$ cat config.mk
export PLATFORM = sky130hd
export DESIGN_NAME = scan_test_seq
export DESIGN_NICKNAME = d
export VERILOG_FILES = /design/src/rtl/scan_seq_pkg.sv /design/src/rtl/scan_seq_ctrl.sv /design/src/rtl/scan_seq_dpath.sv /design/src/rtl/scan_test_seq.sv
export SDC_FILE = /design/constraint.sdc
export NUM_CORES = 1
export LEC_CHECK = 0
export ABC_CLOCK_PERIOD_IN_PS = 2340
export CORE_MARGIN = 1.5
export CORE_UTILIZATION = 45
export CTS_CLUSTER_SIZE = 24
export DETAILED_ROUTE_END_ITERATION = 16
export GPL_TIMING_DRIVEN = 1
export PLACE_DENSITY = 0.74
export REMOVE_ABC_BUFFERS = 1
export SLEW_MARGIN = 20
export SYNTH_ARGS = -nofsm -noshare
export SYNTH_HDL_FRONTEND = slang
export SYNTH_SLANG_ARGS = --single-unit
$ cat constraint.sdc
create_clock -name clk -period 2.34 [get_ports clk]
set_clock_uncertainty 0.05 [all_clocks]
set_input_delay 0.702 -clock clk [delete_from_list [all_inputs] [get_ports clk]]
set_output_delay 0.702 -clock clk [all_outputs]
set_load 0.01 [all_outputs]
$ cat src/rtl/scan_seq_pkg.sv
package scan_seq_pkg;

  typedef enum logic [3:0] {
    ST_IDLE, ST_SETUP, ST_LOAD, ST_CLEAR, ST_SHIFT,
    ST_CAPT, ST_FLUSH, ST_CHECK, ST_DONE
  } seqState_t;

  // strobes from control to datapath
  typedef struct packed {
    logic loadPat;   // take memory word into the current pattern register
    logic drivePat;  // drive stimulus bits onto scanIn
    logic cmpScan;   // compare scanOut with the held response
    logic cmpPo;     // capture cycle: compare primary outputs, keep response
  } seqStrobe_t;

endpackage

$ cat src/rtl/scan_seq_ctrl.sv
module scan_seq_ctrl
  import scan_seq_pkg::*;
#(
  parameter int CHAIN_LEN = 8,
  parameter int NUM_VEC   = 4,
  parameter int BIT_W     = 3,
  parameter int VEC_W     = 3
) (
  input  logic             clk,
  input  logic             rstN,
  input  logic             start,
  output seqStrobe_t       str,
  output logic [BIT_W-1:0] bitIdx,
  output logic [VEC_W-1:0] respIdx,
  output logic [VEC_W-1:0] memAddr,
  output logic             scanEn,
  output logic             chainEn,
  output logic             busy,
  output logic             done
);

  localparam logic [BIT_W-1:0] LAST_BIT = BIT_W'(CHAIN_LEN - 1);
  localparam logic [VEC_W-1:0] LAST_VEC = VEC_W'(NUM_VEC - 1);
  localparam int SESSION_CYCLES = (NUM_VEC + 2) * CHAIN_LEN + NUM_VEC + 4;

  seqState_t        state;
  logic [BIT_W-1:0] bitCnt;
  logic [VEC_W-1:0] vecCnt;

  always_ff @(posedge clk or negedge rstN) begin
    if (!rstN) begin
      state  <= ST_IDLE;
      bitCnt <= '0;
      vecCnt <= '0;
    end else begin
      case (state)
        ST_IDLE: begin
          if (start) begin
            state  <= ST_SETUP;
            vecCnt <= '0;
          end
        end
        ST_SETUP: state <= ST_LOAD;
        ST_LOAD: begin
          state  <= ST_CLEAR;
          bitCnt <= LAST_BIT;
        end
        ST_CLEAR: begin
          if (bitCnt == '0) begin
            state  <= ST_SHIFT;
            bitCnt <= LAST_BIT;
          end else begin
            bitCnt <= bitCnt - 1'b1;
          end
        end
        ST_SHIFT: begin
          if (bitCnt == '0) state <= ST_CAPT;
          else bitCnt <= bitCnt - 1'b1;
        end
        ST_CAPT: begin
          bitCnt <= LAST_BIT;
          if (vecCnt == LAST_VEC) begin
            state <= ST_FLUSH;
          end else begin
            state  <= ST_SHIFT;
            vecCnt <= vecCnt + 1'b1;
          end
        end
        ST_FLUSH: begin
          if (bitCnt == '0) state <= ST_CHECK;
          else bitCnt <= bitCnt - 1'b1;
        end
        ST_CHECK: state <= ST_DONE;
        ST_DONE:  state <= ST_IDLE;
        default:  state <= ST_IDLE;
      endcase
    end
  end

  always_comb begin
    str.loadPat  = (state == ST_LOAD) || (state == ST_CAPT);
    str.drivePat = (state == ST_SHIFT);
    str.cmpScan  = ((state == ST_SHIFT) && (vecCnt != '0)) || (state == ST_FLUSH);
    str.cmpPo    = (state == ST_CAPT);
  end

  assign bitIdx  = bitCnt;
  // during a shift the response coming out belongs to the previous pattern
  assign respIdx = (state == ST_SHIFT) ? vecCnt - 1'b1 : vecCnt;
  // the next pattern is addressed early so its word is ready at capture
  assign memAddr = (state == ST_SETUP) ? '0 : vecCnt + 1'b1;
  assign scanEn  = (state == ST_CLEAR) || (state == ST_SHIFT) || (state == ST_FLUSH);
  assign chainEn = scanEn || (state == ST_CAPT);
  assign busy    = (state != ST_IDLE);
  assign done    = (state == ST_DONE);

  // session length checker
  logic [31:0] sessLen;
  always_ff @(posedge clk or negedge rstN) begin
    if (!rstN) sessLen <= '0;
    else if (state == ST_IDLE) sessLen <= '0;
    else sessLen <= sessLen + 1;
  end

  p_session_length_r2: assert property (@(posedge clk) disable iff (!rstN)
    done |-> (sessLen == 32'(SESSION_CYCLES - 1)));

  p_done_then_idle_r2: assert property (@(posedge clk) disable iff (!rstN)
    done |=> !busy);

  p_start_ignored_r9: assert property (@(posedge clk) disable iff (!rstN)
    (busy && !done) |=> busy);

  p_capture_one_cycle_r3: assert property (@(posedge clk) disable iff (!rstN)
    (chainEn && !scanEn) |=> (chainEn && scanEn));

endmodule

$ cat src/rtl/scan_seq_dpath.sv
module scan_seq_dpath
  import scan_seq_pkg::*;
#(
  parameter int CHAIN_LEN = 8,
  parameter int NUM_VEC   = 4,
  parameter int PI_W      = 4,
  parameter int PO_W      = 2,
  parameter int BIT_W     = 3,
  parameter int VEC_W     = 3,
  parameter int WORD_W    = 3 * 8 + 4 + 2
) (
  input  logic              clk,
  input  logic              rstN,
  input  seqStrobe_t        str,
  input  logic [BIT_W-1:0]  bitIdx,
  input  logic [VEC_W-1:0]  respIdx,
  input  logic [WORD_W-1:0] memData,
  input  logic              scanOut,
  input  logic [PO_W-1:0]   poVec,
  output logic              scanIn,
  output logic [PI_W-1:0]   piVec,
  output logic              failFlag,
  output logic [VEC_W-1:0]  failVec
);

  localparam int STIM_LO = 0;
  localparam int RESP_LO = CHAIN_LEN;
  localparam int MASK_LO = 2 * CHAIN_LEN;
  localparam int PI_LO   = 3 * CHAIN_LEN;
  localparam int PO_LO   = 3 * CHAIN_LEN + PI_W;

  logic [WORD_W-1:0]    curPat;
  logic [CHAIN_LEN-1:0] prevResp, prevMask;
  logic [CHAIN_LEN-1:0] curStim, curResp, curMask;
  logic [PO_W-1:0]      curExpPo;
  logic                 scanMiss, poMiss;

  assign curStim  = curPat[STIM_LO +: CHAIN_LEN];
  assign curResp  = curPat[RESP_LO +: CHAIN_LEN];
  assign curMask  = curPat[MASK_LO +: CHAIN_LEN];
  assign piVec    = curPat[PI_LO +: PI_W];
  assign curExpPo = curPat[PO_LO +: PO_W];

  always_ff @(posedge clk or negedge rstN) begin
    if (!rstN) begin
      curPat   <= '0;
      prevResp <= '0;
      prevMask <= '0;
    end else begin
      if (str.cmpPo) begin
        prevResp <= curResp;
        prevMask <= curMask;
      end
      if (str.loadPat) curPat <= memData;
    end
  end

  assign scanIn   = str.drivePat & curStim[bitIdx];
  assign scanMiss = str.cmpScan & prevMask[bitIdx] & (scanOut ^ prevResp[bitIdx]);
  assign poMiss   = str.cmpPo & (poVec != curExpPo);

  always_ff @(posedge clk or negedge rstN) begin
    if (!rstN) begin
      failFlag <= 1'b0;
      failVec  <= '0;
    end else if (!failFlag && (scanMiss || poMiss)) begin
      failFlag <= 1'b1;
      failVec  <= respIdx;
    end
  end

  p_fail_sticky_r8: assert property (@(posedge clk) disable iff (!rstN)
    failFlag |=> failFlag);

  p_fail_index_held_r8: assert property (@(posedge clk) disable iff (!rstN)
    failFlag |=> $stable(failVec));

  p_fail_index_range_r8: assert property (@(posedge clk) disable iff (!rstN)
    failFlag |-> (failVec < VEC_W'(NUM_VEC)));

  p_masked_no_fail_r7: assert property (@(posedge clk) disable iff (!rstN)
    (!failFlag && str.cmpScan && !prevMask[bitIdx]) |=> !failFlag);

endmodule

$ cat src/rtl/scan_test_seq.sv
module scan_test_seq
  import scan_seq_pkg::*;
#(
  parameter int CHAIN_LEN = 8,
  parameter int NUM_VEC   = 4,
  parameter int PI_W      = 4,
  parameter int PO_W      = 2,
  localparam int BIT_W    = $clog2(CHAIN_LEN),
  localparam int VEC_W    = $clog2(NUM_VEC + 1),
  localparam int WORD_W   = 3 * CHAIN_LEN + PI_W + PO_W
) (
  input  logic              clk,
  input  logic              rstN,
  input  logic              start,
  output logic [VEC_W-1:0]  memAddr,
  input  logic [WORD_W-1:0] memData,
  output logic              scanEn,
  output logic              chainEn,
  output logic              scanIn,
  input  logic              scanOut,
  output logic [PI_W-1:0]   piVec,
  input  logic [PO_W-1:0]   poVec,
  output logic              busy,
  output logic              done,
  output logic              failFlag,
  output logic [VEC_W-1:0]  failVec
);

  seqStrobe_t       str;
  logic [BIT_W-1:0] bitIdx;
  logic [VEC_W-1:0] respIdx;

  scan_seq_ctrl #(
    .CHAIN_LEN(CHAIN_LEN), .NUM_VEC(NUM_VEC), .BIT_W(BIT_W), .VEC_W(VEC_W)
  ) u_ctrl (
    .clk(clk), .rstN(rstN), .start(start), .str(str), .bitIdx(bitIdx),
    .respIdx(respIdx), .memAddr(memAddr), .scanEn(scanEn), .chainEn(chainEn),
    .busy(busy), .done(done)
  );

  scan_seq_dpath #(
    .CHAIN_LEN(CHAIN_LEN), .NUM_VEC(NUM_VEC), .PI_W(PI_W), .PO_W(PO_W),
    .BIT_W(BIT_W), .VEC_W(VEC_W), .WORD_W(WORD_W)
  ) u_dpath (
    .clk(clk), .rstN(rstN), .str(str), .bitIdx(bitIdx), .respIdx(respIdx),
    .memData(memData), .scanOut(scanOut), .poVec(poVec), .scanIn(scanIn),
    .piVec(piVec), .failFlag(failFlag), .failVec(failVec)
  );

endmodule

==> results of run 1 <==
==> worst max-delay path by stage <==
stage	start	end	slack [ps]	depth (start not counted)
global route	u_ctrl.bitIdx[0]$_DFFE_PN0P_	scanIn	-80	4
floorplan	u_ctrl.state[2]$_DFFE_PN0P_	u_dpath.failVec[2]$_DFFE_PN0P_	-1290	4
CTS	u_ctrl.bitIdx[0]$_DFFE_PN0P_	scanIn	-210	4
global placement	u_ctrl.state[2]$_DFFE_PN0P_	scanIn	-40	4
finish	u_ctrl.state[0]$_DFFE_PN0P_	scanIn	20	4
detailed placement	u_ctrl.bitIdx[0]$_DFFE_PN0P_	scanIn	-40	4
==> synthesized netlist by cell type, types with 4 or more instances <==
| master | number | area, um2 |
|---|---|---|
| dfrtp_1 | 60 | 1500 |
| mux2_2 | 47 | 529 |
| nor2_1 | 11 | 41.3 |
| nand2_1 | 9 | 33.8 |
| inv_1 | 8 | 30.0 |
| a21oi_1 | 7 | 35.0 |
| buf_2 | 6 | 30.0 |
| ha_1 | 6 | 75.1 |
| mux2i_1 | 6 | 60.1 |
| nand3_1 | 6 | 30.0 |
| clkbuf_1 | 5 | 18.8 |
| nand2b_1 | 5 | 31.3 |
| buf_4 | 4 | 30.0 |
| mux4_1 | 4 | 105 |
| nor2b_1 | 4 | 25.0 |
| or4_1 | 4 | 30.0 |
==> power groups by stage <==
stage,registers (W),clock network [W],logic (W)
after detailed placement,0.00168,0,0.00160
final,0.00167,0.000949,0.00159
after global placement,0.00166,0,0.00155
after CTS,0.00166,0.000978,0.00162
after global routing,0.00173,0.00103,0.00174
after floorplan,0.00165,0,0.000965
==> state kept, by name, summed over array words and instances (netlist names) <==
register	cells
u_dpath.failFlag	1
u_ctrl.state	4
u_dpath.prevResp	8
u_ctrl.bitIdx	3
u_ctrl.vecCnt	3
u_dpath.failVec	3
u_dpath.curPat	30
u_dpath.prevMask	8
==> stage by stage <==
step | setup slack (ps) | instances | TNS, ps
after floorplan | -1290 | 215 | -42540
after global placement | -43.7 | 361 | -90.4
after detailed placement | -41.5 | 361 | -118
after CTS | -215 | 380 | -215
after global routing | -80.5 | 380 | -80.5
final | 22.0 | 380 | 0
==> routing by layer <==
layer,vias up,global-route usage (%)
li1,960,-
met1,1017,22.4
met2,44,30.3
met3,4,6.03
met4,0,4.92
met5,-,0
==> cell families (layout without fill, tap and decap cells) <==
| logic type | after synthesis | count (layout) | share of synthesized area [%] |
|---|---|---|---|
| flops | 60 | 60 | 51.2 |
| mux | 58 | 58 | 24.4 |
| simple gates | 52 | 52 | 9.94 |
| compound gates | 26 | 26 | 5.93 |
| buf+inv | 25 | 96 | 4.22 |
| fa+ha+maj | 6 | 6 | 2.56 |
| xor+xnor | 5 | 5 | 1.75 |
==> critical path: cells and delay by family (launching register included) <==
| family | cells | cell delay, ps |
|---|---|---|
| buf+inv | 2 | 330 |
| simple gates | 2 | 470 |
| flops | 1 | 440 |
==> repair_timing <==
item	4_1_cts	5_1_grt
pin swaps	0	3
gates resized for setup	31	12
setup buffers	3	1
endpoints found under the setup margin	8	12
==> area by class of cell <==
class / count / area (um2) / share of cell area [%]
clock buffer: 13 / 159 / 4.12
clock inverter: 3 / 45.0 / 1.17
inverter: 8 / 30.0 / 0.779
multi-input combinational: 147 / 1360 / 35.3
sequential: 60 / 1510 / 39.0
tap: 77 / 96.3 / 2.50
timing repair buffer: 72 / 658 / 17.1
==> impl_results.md, run 1 <==
- Most common cell after layout, fill and taps aside: dfrtp_1
- Final core utilization: 61.1%
- Area Growth Syn to Fin: 31.4%
- DRT met1 WL: 2430 um
- Synth Cell Area: 2930 um2
- Routed wire length: 5700 um
- DIE HEIGHT: 83.7 um
- Comb power frac: 37.7%
- Area of placed instances: 3630 um2
- Clk sinks: 60
- Tot Pwr: 0.00421 W
- Netlist cell types: between 40 and 50
- Synth async-reset ratio: 100%
- R2r setup slk: 130 ps
- Total global routing track utilization: about 18%
- CP max stage delay: 440 ps
- Nature of the critical path endpoint: output pin
- Routed vias: 2025
- CP Max Fanout: 6
- Startpoint types: flip-flop
- Register area share after synthesis: about 51%
- RD Place Congestion: just under 0.8
- Clock Pin Slew Worst Setup and Hold Paths: about 70 ps
- Flop pwr share: 39.7%
- CP arrival: 1570 ps
- F_max: 431 MHz
- PD cells: around 1100 nW/um2
- Wire per inst: 15.0 um
- Chip width: 83.7 um
- Worst-margin pin slew: 360 ps
- CP max-delay cell: dfrtp_1
- Reg2reg end: u_dpath.failVec[0]$_DFFE_PN0P_
- # IOs: 52
- Share of cells above drive strength 1: 35.3%
- Avg Inst Size Synth: 12.6 um2
- Flops & latches, synth: 60
- Post-synth EDFFs: 0
- Vias per Instance: 5.33
- DR top layer: met4
- Worst vdd rail ir drop: 0.672 mV
- CTS buffer count: 9
- CTS tree: yes
- Period Utilization, post-route: 99.1%
- Antenna Nets Post-Route: 0
- Core Box Area: around 6300 um2
- Clk network pwr share: 22.6%
- DIE AREA: about 7000 um2
- Leakage: 1.68 nW
- First-pass GRT wire length: 9980 um
- Final Cell Area: a little under 4000 um2
- # hold bufs at CTS: 0
- Final Max Tran Viols: 0
- Yosys warns: 0
- Antenna violations before repair: 0
- Cell count after synthesis: 232
- Drt first pass iters: 4
- N_diodes: 0
- 1st-iter DRT viols: around 120
- Max Root-Sink Buffers: 2
- # setup viols final: 0
- Reg2Reg Depth: 6
- Internal: 0.00292 W
- CP Class: reg2out
- Hold Fails Final Rpt: 0
- Worst reg2reg startpoint: u_ctrl.bitIdx[0]$_DFFE_PN0P_
- Met3 routed WL: 230 um
- CTS Root Buffer Type: clkbuf_8
- Drt drc: 0
- H-tree depth: 3
- Cell breakdown of the critical path: nor4b_1 > buf_4 > nor2b_1 > clkbuf_2
- Status: completed
- Highest-count cells in the layout ignoring fill and taps: dfrtp_1, mux2_2, clkdlybuf4s50_1
- Row cnt: 29
- Input/output buffers: 51
- Switching share of power: 30.7%
- Dpl hpwl: about 4000 um
- Initial Util: 46.5%
- Critical path required time: roughly 1600 ps
- HP Class: in2async
- Max Cap Violations: 0
- Vias in the first global route: 2143
- Routed length on met2: 3000 um
- Nets: 340
- GRT Residual Overflow: 0
- Clk_lat worst skew: around 330 ps
- Psw: about 0.0013 W
- Max-slew headroom: 75.8%
- Worst hold slack: 319 ps
- Number of fill cells: between 500 and 600
- Predominant post-synthesis flop cell: dfrtp_1
- RSZ-0062 raised after global routing: true
- Crit path time final: 2320 ps
- Largest net degree at the start of global routing: 61
(Power assumes the default switching activity.)
==> run 2, diff against run 1 <==
--- a/config.mk
+++ b/config.mk
@@ -13,7 +13,6 @@
 export GPL_TIMING_DRIVEN = 1
 export PLACE_DENSITY = 0.74
 export REMOVE_ABC_BUFFERS = 1
-export SLEW_MARGIN = 20
 export SYNTH_ARGS = -nofsm -noshare
 export SYNTH_HDL_FRONTEND = slang
 export SYNTH_SLANG_ARGS = --single-unit
==> results of run 2 <==
The final DEF is identical to that of run 1; final timing and power are the same.
